`src/rtl/dac_ctrl_pkg.sv`:
```
package dac_ctrl_pkg;
  localparam int WORD_W = 16;
  localparam int FIELD_W = 12;

  typedef enum logic [2:0] {
    ST_IDLE,
    ST_ADDR,
    ST_PTR,
    ST_DHI,
    ST_DLO,
    ST_RD,
    ST_SKIP
  } bus_st_e;
endpackage

```
`src/rtl/i2c_line_sync.sv`:
```
module i2c_line_sync (
  input  logic clk_i,
  input  logic rst_ni,
  input  logic scl_i,
  input  logic sda_i,
  output logic scl_o,
  output logic sda_o,
  output logic scl_rise_o,
  output logic scl_fall_o,
  output logic start_o,
  output logic stop_o
);
  logic scl_m, scl_s, scl_p;
  logic sda_m, sda_s, sda_p;

  always_ff @(posedge clk_i or negedge rst_ni) begin
    if (!rst_ni) begin
      scl_m <= 1'b1; scl_s <= 1'b1; scl_p <= 1'b1;
      sda_m <= 1'b1; sda_s <= 1'b1; sda_p <= 1'b1;
    end else begin
      scl_m <= scl_i; scl_s <= scl_m; scl_p <= scl_s;
      sda_m <= sda_i; sda_s <= sda_m; sda_p <= sda_s;
    end
  end

  assign scl_o      = scl_s;
  assign sda_o      = sda_s;
  assign scl_rise_o = scl_s & ~scl_p;
  assign scl_fall_o = ~scl_s & scl_p;
  // SDA edges while SCL is steadily high
  assign start_o    = scl_s & scl_p & sda_p & ~sda_s;
  assign stop_o     = scl_s & scl_p & ~sda_p & sda_s;
endmodule

```
`src/rtl/i2c_dac_slave.sv`:
```
module i2c_dac_slave
  import dac_ctrl_pkg::*;
#(
  parameter logic [5:0] ADDR_HI = 6'b000110
) (
  input  logic              clk_i,
  input  logic              rst_ni,
  input  logic              a0_i,
  input  logic              sda_lvl_i,
  input  logic              scl_rise_i,
  input  logic              scl_fall_i,
  input  logic              start_i,
  input  logic              stop_i,
  input  logic [WORD_W-1:0] rd_word_i,
  output logic              sda_pull_o,
  output logic              wr_o,
  output logic [WORD_W-1:0] wr_word_o,
  output logic [1:0]        ptr_o,
  output bus_st_e           state_o
);
  bus_st_e    state;
  logic [3:0] bit_cnt;
  logic [7:0] sh, hi_byte;
  logic [7:0] nxt, tx_byte;
  logic       ack_pend, rd_lo, pull;

  assign nxt     = {sh[6:0], sda_lvl_i};
  assign tx_byte = rd_lo ? rd_word_i[7:0] : rd_word_i[15:8];

  always_ff @(posedge clk_i or negedge rst_ni) begin
    if (!rst_ni) begin
      state     <= ST_IDLE;
      bit_cnt   <= '0;
      sh        <= '0;
      hi_byte   <= '0;
      ack_pend  <= 1'b0;
      rd_lo     <= 1'b0;
      pull      <= 1'b0;
      wr_o      <= 1'b0;
      wr_word_o <= '0;
      ptr_o     <= '0;
    end else begin
      wr_o <= 1'b0;
      if (start_i) begin
        state    <= ST_ADDR;
        bit_cnt  <= '0;
        pull     <= 1'b0;
        ack_pend <= 1'b0;
      end else if (stop_i) begin
        state    <= ST_IDLE;
        bit_cnt  <= '0;
        pull     <= 1'b0;
        ack_pend <= 1'b0;
      end else if (state != ST_IDLE) begin
        if (scl_rise_i) begin
          if (bit_cnt == 4'd8) begin
            bit_cnt <= '0;
            // master ack slot of a read byte (not our own address ack)
            if (state == ST_RD && !ack_pend) begin
              if (sda_lvl_i) state <= ST_SKIP;
              else           rd_lo <= ~rd_lo;
            end
          end else begin
            bit_cnt <= bit_cnt + 4'd1;
            sh      <= nxt;
            if (bit_cnt == 4'd7) begin
              ack_pend <= 1'b0;
              unique case (state)
                ST_ADDR: begin
                  if (nxt[7:1] == {ADDR_HI, a0_i}) begin
                    ack_pend <= 1'b1;
                    rd_lo    <= 1'b0;
                    state    <= nxt[0] ? ST_RD : ST_PTR;
                  end else begin
                    state <= ST_SKIP;
                  end
                end
                ST_PTR: begin
                  ptr_o    <= nxt[1:0];
                  ack_pend <= 1'b1;
                  state    <= ST_DHI;
                end
                ST_DHI: begin
                  hi_byte  <= nxt;
                  ack_pend <= 1'b1;
                  state    <= ST_DLO;
                end
                ST_DLO: begin
                  wr_o      <= 1'b1;
                  wr_word_o <= {hi_byte, nxt};
                  ack_pend  <= 1'b1;
                  state     <= ST_DHI;
                end
                default: ;
              endcase
            end
          end
        end else if (scl_fall_i) begin
          if (bit_cnt == 4'd8) pull <= ack_pend;
          else pull <= (state == ST_RD) && !tx_byte[3'd7 - bit_cnt[2:0]];
        end
      end
    end
  end

  assign sda_pull_o = pull;
  assign state_o    = state;
endmodule

```
`src/rtl/dac_chan_bank.sv`:
```
module dac_chan_bank
  import dac_ctrl_pkg::*;
#(
  parameter int NCH = 2,
  parameter int RES = 12
) (
  input  logic                     clk_i,
  input  logic                     rst_ni,
  input  logic                     wr_i,
  input  logic [WORD_W-1:0]        word_i,
  input  logic [NCH-1:0]           sel_i,
  output logic [NCH-1:0][RES-1:0]  in_o,
  output logic [NCH-1:0][RES-1:0]  code_o,
  output logic [NCH-1:0][1:0]      pd_o
);
  localparam int PAD = FIELD_W - RES;

  logic [FIELD_W-1:0] field;
  logic [RES-1:0]     wdata;
  logic               clr, ldac;

  assign field = word_i[FIELD_W-1:0] >> PAD;
  assign wdata = field[RES-1:0];
  assign clr   = word_i[13];
  assign ldac  = word_i[12];

  for (genvar g = 0; g < NCH; g++) begin : g_ch
    always_ff @(posedge clk_i or negedge rst_ni) begin
      if (!rst_ni) begin
        in_o[g]   <= '0;
        code_o[g] <= '0;
        pd_o[g]   <= 2'b00;
      end else if (wr_i) begin
        if (sel_i[g]) pd_o[g] <= word_i[15:14];
        if (clr) begin
          in_o[g]   <= '0;
          code_o[g] <= '0;
        end else begin
          if (sel_i[g]) in_o[g] <= wdata;
          if (ldac) code_o[g] <= sel_i[g] ? wdata : in_o[g];
        end
      end
    end
  end
endmodule

```
`src/rtl/i2c_dual_dac_ctrl.sv`:
```
module i2c_dual_dac_ctrl
  import dac_ctrl_pkg::*;
#(
  parameter int         RES     = 12,
  parameter logic [5:0] ADDR_HI = 6'b000110
) (
  input  logic           clk_i,
  input  logic           rst_ni,
  input  logic           a0_i,
  input  logic           scl_i,
  input  logic           sda_i,
  output logic           sda_pull_o,
  output logic [RES-1:0] code_a_o,
  output logic [RES-1:0] code_b_o,
  output logic [1:0]     pd_a_o,
  output logic [1:0]     pd_b_o
);
  localparam int NCH = 2;
  localparam int PAD = FIELD_W - RES;

  logic scl_lvl, sda_lvl, scl_rise, scl_fall, start_c, stop_c;
  logic wr;
  logic [WORD_W-1:0] wr_word, rd_word;
  logic [1:0] ptr;
  bus_st_e bus_state;
  logic [NCH-1:0][RES-1:0] in_q, code_q;
  logic [NCH-1:0][1:0] pd_q;
  logic rd_ch;
  logic [FIELD_W-1:0] rd_data;

  i2c_line_sync u_sync (
    .clk_i, .rst_ni, .scl_i, .sda_i,
    .scl_o(scl_lvl), .sda_o(sda_lvl),
    .scl_rise_o(scl_rise), .scl_fall_o(scl_fall),
    .start_o(start_c), .stop_o(stop_c)
  );

  i2c_dac_slave #(.ADDR_HI(ADDR_HI)) u_slave (
    .clk_i, .rst_ni, .a0_i,
    .sda_lvl_i(sda_lvl), .scl_rise_i(scl_rise), .scl_fall_i(scl_fall),
    .start_i(start_c), .stop_i(stop_c), .rd_word_i(rd_word),
    .sda_pull_o, .wr_o(wr), .wr_word_o(wr_word), .ptr_o(ptr),
    .state_o(bus_state)
  );

  dac_chan_bank #(.NCH(NCH), .RES(RES)) u_bank (
    .clk_i, .rst_ni, .wr_i(wr), .word_i(wr_word), .sel_i(ptr),
    .in_o(in_q), .code_o(code_q), .pd_o(pd_q)
  );

  // readback channel: A when pointer bit 0 set, else B
  assign rd_ch   = ~ptr[0];
  assign rd_data = FIELD_W'(in_q[rd_ch]) << PAD;
  assign rd_word = {pd_q[rd_ch], 2'b00, rd_data};

  assign code_a_o = code_q[0];
  assign code_b_o = code_q[1];
  assign pd_a_o   = pd_q[0];
  assign pd_b_o   = pd_q[1];
endmodule

```
`config.mk`:
```
export PLATFORM = sky130hd
export DESIGN_NAME = i2c_dual_dac_ctrl
export DESIGN_NICKNAME = d
export VERILOG_FILES = /design/src/rtl/dac_ctrl_pkg.sv /design/src/rtl/i2c_line_sync.sv /design/src/rtl/i2c_dac_slave.sv /design/src/rtl/dac_chan_bank.sv /design/src/rtl/i2c_dual_dac_ctrl.sv
export SDC_FILE = /design/constraint.sdc
export NUM_CORES = 1
export LEC_CHECK = 0
export CORE_MARGIN = 5
export CORE_UTILIZATION = 61
export CTS_BUF_LIST = sky130_fd_sc_hd__clkbuf_2 sky130_fd_sc_hd__clkbuf_4 sky130_fd_sc_hd__clkbuf_8
export DETAILED_ROUTE_END_ITERATION = 7
export PLACE_DENSITY = 0.88
export SLEW_MARGIN = 20
export SYNTH_ARGS = -nofsm -noshare
export SYNTH_HDL_FRONTEND = slang
export SYNTH_SLANG_ARGS = --single-unit
```
`constraint.sdc`:
```
create_clock -name clk_i -period 2.7 [get_ports clk_i]
set_clock_uncertainty 0.05 [all_clocks]
set_input_delay 0.675 -clock clk_i [delete_from_list [all_inputs] [get_ports clk_i]]
set_output_delay 0.675 -clock clk_i [all_outputs]
set_load 0.05 [all_outputs]
```
==> impl_metrics.csv <==
group,metric,value,unit
global_route,overflow,0,
route,first_pass_iters,5,
floorplan,dieArea,9574,µm²
critical_path,critPathRequiredTime,2.91,ns
placement,portBuffers,33,
placement,dp_slack,0.2726,ns
clock_network,clk_pin_slew_worst_paths,0.10,ns
sta,worst_pin_slew,0.6595,ns
floorplan,core-area,7607,µm²
placement,dp_hpwl,7.137,mm
global_route,grt_use_total,0.2395,
route,vias_per_cell,6.232,
route,drc_errors,0,
worst_hold_path,hold_class,"in -> async",
layout,syn2layout_area_growth,14.78,%
floorplan,start_util,0.6187,
layout,final_cell_area,5403,µm²
logic_synthesis,synth_cells,446,
power,irDropWorstVdd,398.6,µV
layout,seq_area,2560,µm²
route,routed_wl,10.80,mm
power,power_density,579.9,nW/µm²
sta,max_freq,0.4053,GHz
floorplan,io_pins,34,
clock_network,cts_buffers,9,
logic_synthesis,syn_nets,453,
global_route,grt_pass1_vias,3522,
logic_synthesis,ys_seq_elements,102,
clock_network,htree_levels,3,
critical_path,endpoint_kind,"flop",
clock_network,cts_hold_buf,0,
floorplan,die_w,97.85,µm
critical_path,worstSetupStartpointType,"flop",
logic_synthesis,seq_area_frac_synth,0.5439,
status,status,"completed",
layout,nets,477,
layout,multi_input_area,1919,µm²
placement,place.gp.congestion,0.8326,
global_route,grt_pass1_wl,18.35,mm
clock_network,cts_sinks,102,
sta,rsz0062_at_grt,"false",
sta,slew_viol_final,0,
global_route,antenna_found_initial,0,
clock_network,cts_buffer_depth,2,
layout,drive_gt1_frac,0.1789,
layout,num-fill-cells,520,
logic_synthesis,synth_edf_count,0,
clock_network,root_buffer,"clkbuf_8",
clock_network,clk_latency,0.38,ns
placement,dpl_cell_area,5150,µm²
sta,relSlewSlack,0.5603,
critical_path,arrival,2.67,ns
route,ant_nets,0,
floorplan,die_height,97.85,µm
route,vias,3596,
route,drt_iter0_drc,401,
logic_synthesis,syn_area_per_cell,10.55,µm²
logic_synthesis,yosys_warnings,0,
critical_path,cp_max_fo,11,
logic_synthesis,syn_area,4707,µm²
power,p_leak,0.002387,µW
logic_synthesis,yosys.cell_types.count,45,
sta,period_share,0.9139,
global_route,grt_max_degree,62,
sta,setup_tns,0,ns
run,drv_cap,0,
sta,worst_slack,0.2324,ns
clock_network,cts_tree,"done",
sta,finalCriticalPeriod,2.468,ns
critical_path,criticalPathCategory,"reg -> reg",
sta,finalHoldViolations,0,
layout,num_antenna_cells,0,
route,routedWlPerCell,18.72,µm
clock_network,ctsResizeCount,0,
clock_network,cts_setup_buffers,0,
sta,setup_violations,0,
critical_path,rr_worst_depth,6,
floorplan,rows,32,
logic_synthesis,async_reset_ff_frac,1.000,
logic_synthesis,ys_dominant_reg_cell,"dfrtp_1",
-- critical path, stage by stage, from the launching register on --
cell,delay (ns)
dfrtp_1,0.56
nor3_2,0.13
or3b_1,0.49
or2_4,0.31
nor4_4,0.26
buf_4,0.20
mux2_2,0.34
-- cells in the mapped netlist (5+ instances only) --
master | number | area, µm²
a21oi_1 | 59 | 295.3
clkbuf_1 | 30 | 112.6
dfrtp_1 | 96 | 2402
dfstp_2 | 6 | 157.7
inv_1 | 28 | 105.1
mux2_2 | 38 | 427.9
mux4_2 | 6 | 135.1
nand2_1 | 33 | 123.9
nor2_1 | 35 | 131.4
nor3_1 | 5 | 25.02
o21ai_0 | 9 | 45.04
o22ai_1 | 26 | 162.7
o31ai_1 | 24 | 180.2
-- flip-flops by register name (all words and copies together) (netlist names) --
| name | count |
|---|---|
| u_bank.code_o | 24 |
| u_slave.sh | 7 |
| u_bank.pd_o | 4 |
| u_slave.hi_byte | 8 |
| u_slave.wr_o | 1 |
| u_slave.wr_word_o | 16 |
| u_slave.ack_pend | 1 |
| u_slave.rd_lo | 1 |
| u_sync.sda_o | 1 |
| u_sync.sda_p | 1 |
| u_sync.scl_m | 1 |
| u_slave.sda_pull_o | 1 |
| u_sync.sda_m | 1 |
| u_bank.in_o | 24 |
| u_sync.scl_p | 1 |
| u_sync.scl_o | 1 |
| u_slave.bit_cnt | 4 |
| u_slave.state_o | 3 |
| u_slave.ptr_o | 2 |
-- final timing paths --
check	end	start	slack, ns
setup / recovery	u_slave.hi_byte[7]$_DFFE_PN0P_	u_slave.state_o[2]$_DFFE_PN0P_	0.23
hold / removal	u_bank.code_o[7]$_DFFE_PN0P_	rst_ni	0.22
setup reg to reg	u_slave.hi_byte[7]$_DFFE_PN0P_	u_slave.state_o[2]$_DFFE_PN0P_	0.23
hold reg to reg	u_sync.sda_o$_DFF_PN1_	u_sync.sda_m$_DFF_PN1_	0.31
max in group asynchronous	u_bank.in_o[1]$_DFFE_PN0P_	rst_ni	1.68
min in group clk_i	u_sync.sda_o$_DFF_PN1_	u_sync.sda_m$_DFF_PN1_	0.31
-- kinds of logic (layout without fill, tap and decap cells) --
logic type,after synthesis,count (layout),share of synthesized area
flops,102,102,0.5439
compound gates,127,127,0.1611
fa+ha+maj,2,2,0.005315
mux,47,47,0.1260
xor+xnor,2,2,0.003722
buf+inv,62,91,0.05077
simple gates,104,104,0.1093
-- where the power goes --
part	switching, µW	internal, µW
logic	167	148
clock network	539	541
registers	124	1620
total	830	2300
-- placed cells by master, fill, tap and decap left out, drive strengths merged, types with 2 or more instances in the layout --
cell           instances
a21oi                 59
and2                   3
and3                   2
buf                   15
bufinv                 2
clkbuf                10
clkdlybuf4s50         32
dfrtp                 96
dfstp                  6
ha                     2
inv                   30
mux2                  38
mux2i                  3
mux4                   6
nand2                 33
nand2b                 4
nand3                  4
nand3b                 4
nor2                  35
nor3                   6
nor3b                  2
nor4                   2
o2111ai                3
o21ai                  9
o22ai                 26
o31ai                 24
xor2                   2
-- through the flow --
step,utilization,instances,total power (µW),hold WS (ns)
2_1_floorplan,-,446,1942,0.2952
3_3_place_gp,0.6770,560,2058,0.2958
3_5_place_dp,0.6770,560,2080,0.2979
4_1_cts,0.7066,576,3142,0.2379
5_1_grt,0.7102,577,3282,0.2522
6_report,0.7102,577,3133,0.2172
-- routing by layer --
metal  vias to the layer above  routed length [µm]  part of all wire  GRT usage
met5                         -                   0                 0          0
met4                         0                 312             0.029    0.09691
met3                        27                 573             0.053    0.03857
met2                       150                5384              0.50     0.3916
met1                      1792                4530              0.42     0.3217
li1                       1627                   -                 -          -
-- layout make-up --
cell class / instances / share of cell area
inverter: 28 / 0.01945
tap: 102 / 0.02362
clock inverter: 6 / 0.01737
clock buffer: 10 / 0.02432
sequential: 102 / 0.4738
multi-input combinational: 282 / 0.3553
timing repair buffer: 47 / 0.08615
Note: power is estimated with default switching activity, not from simulation.
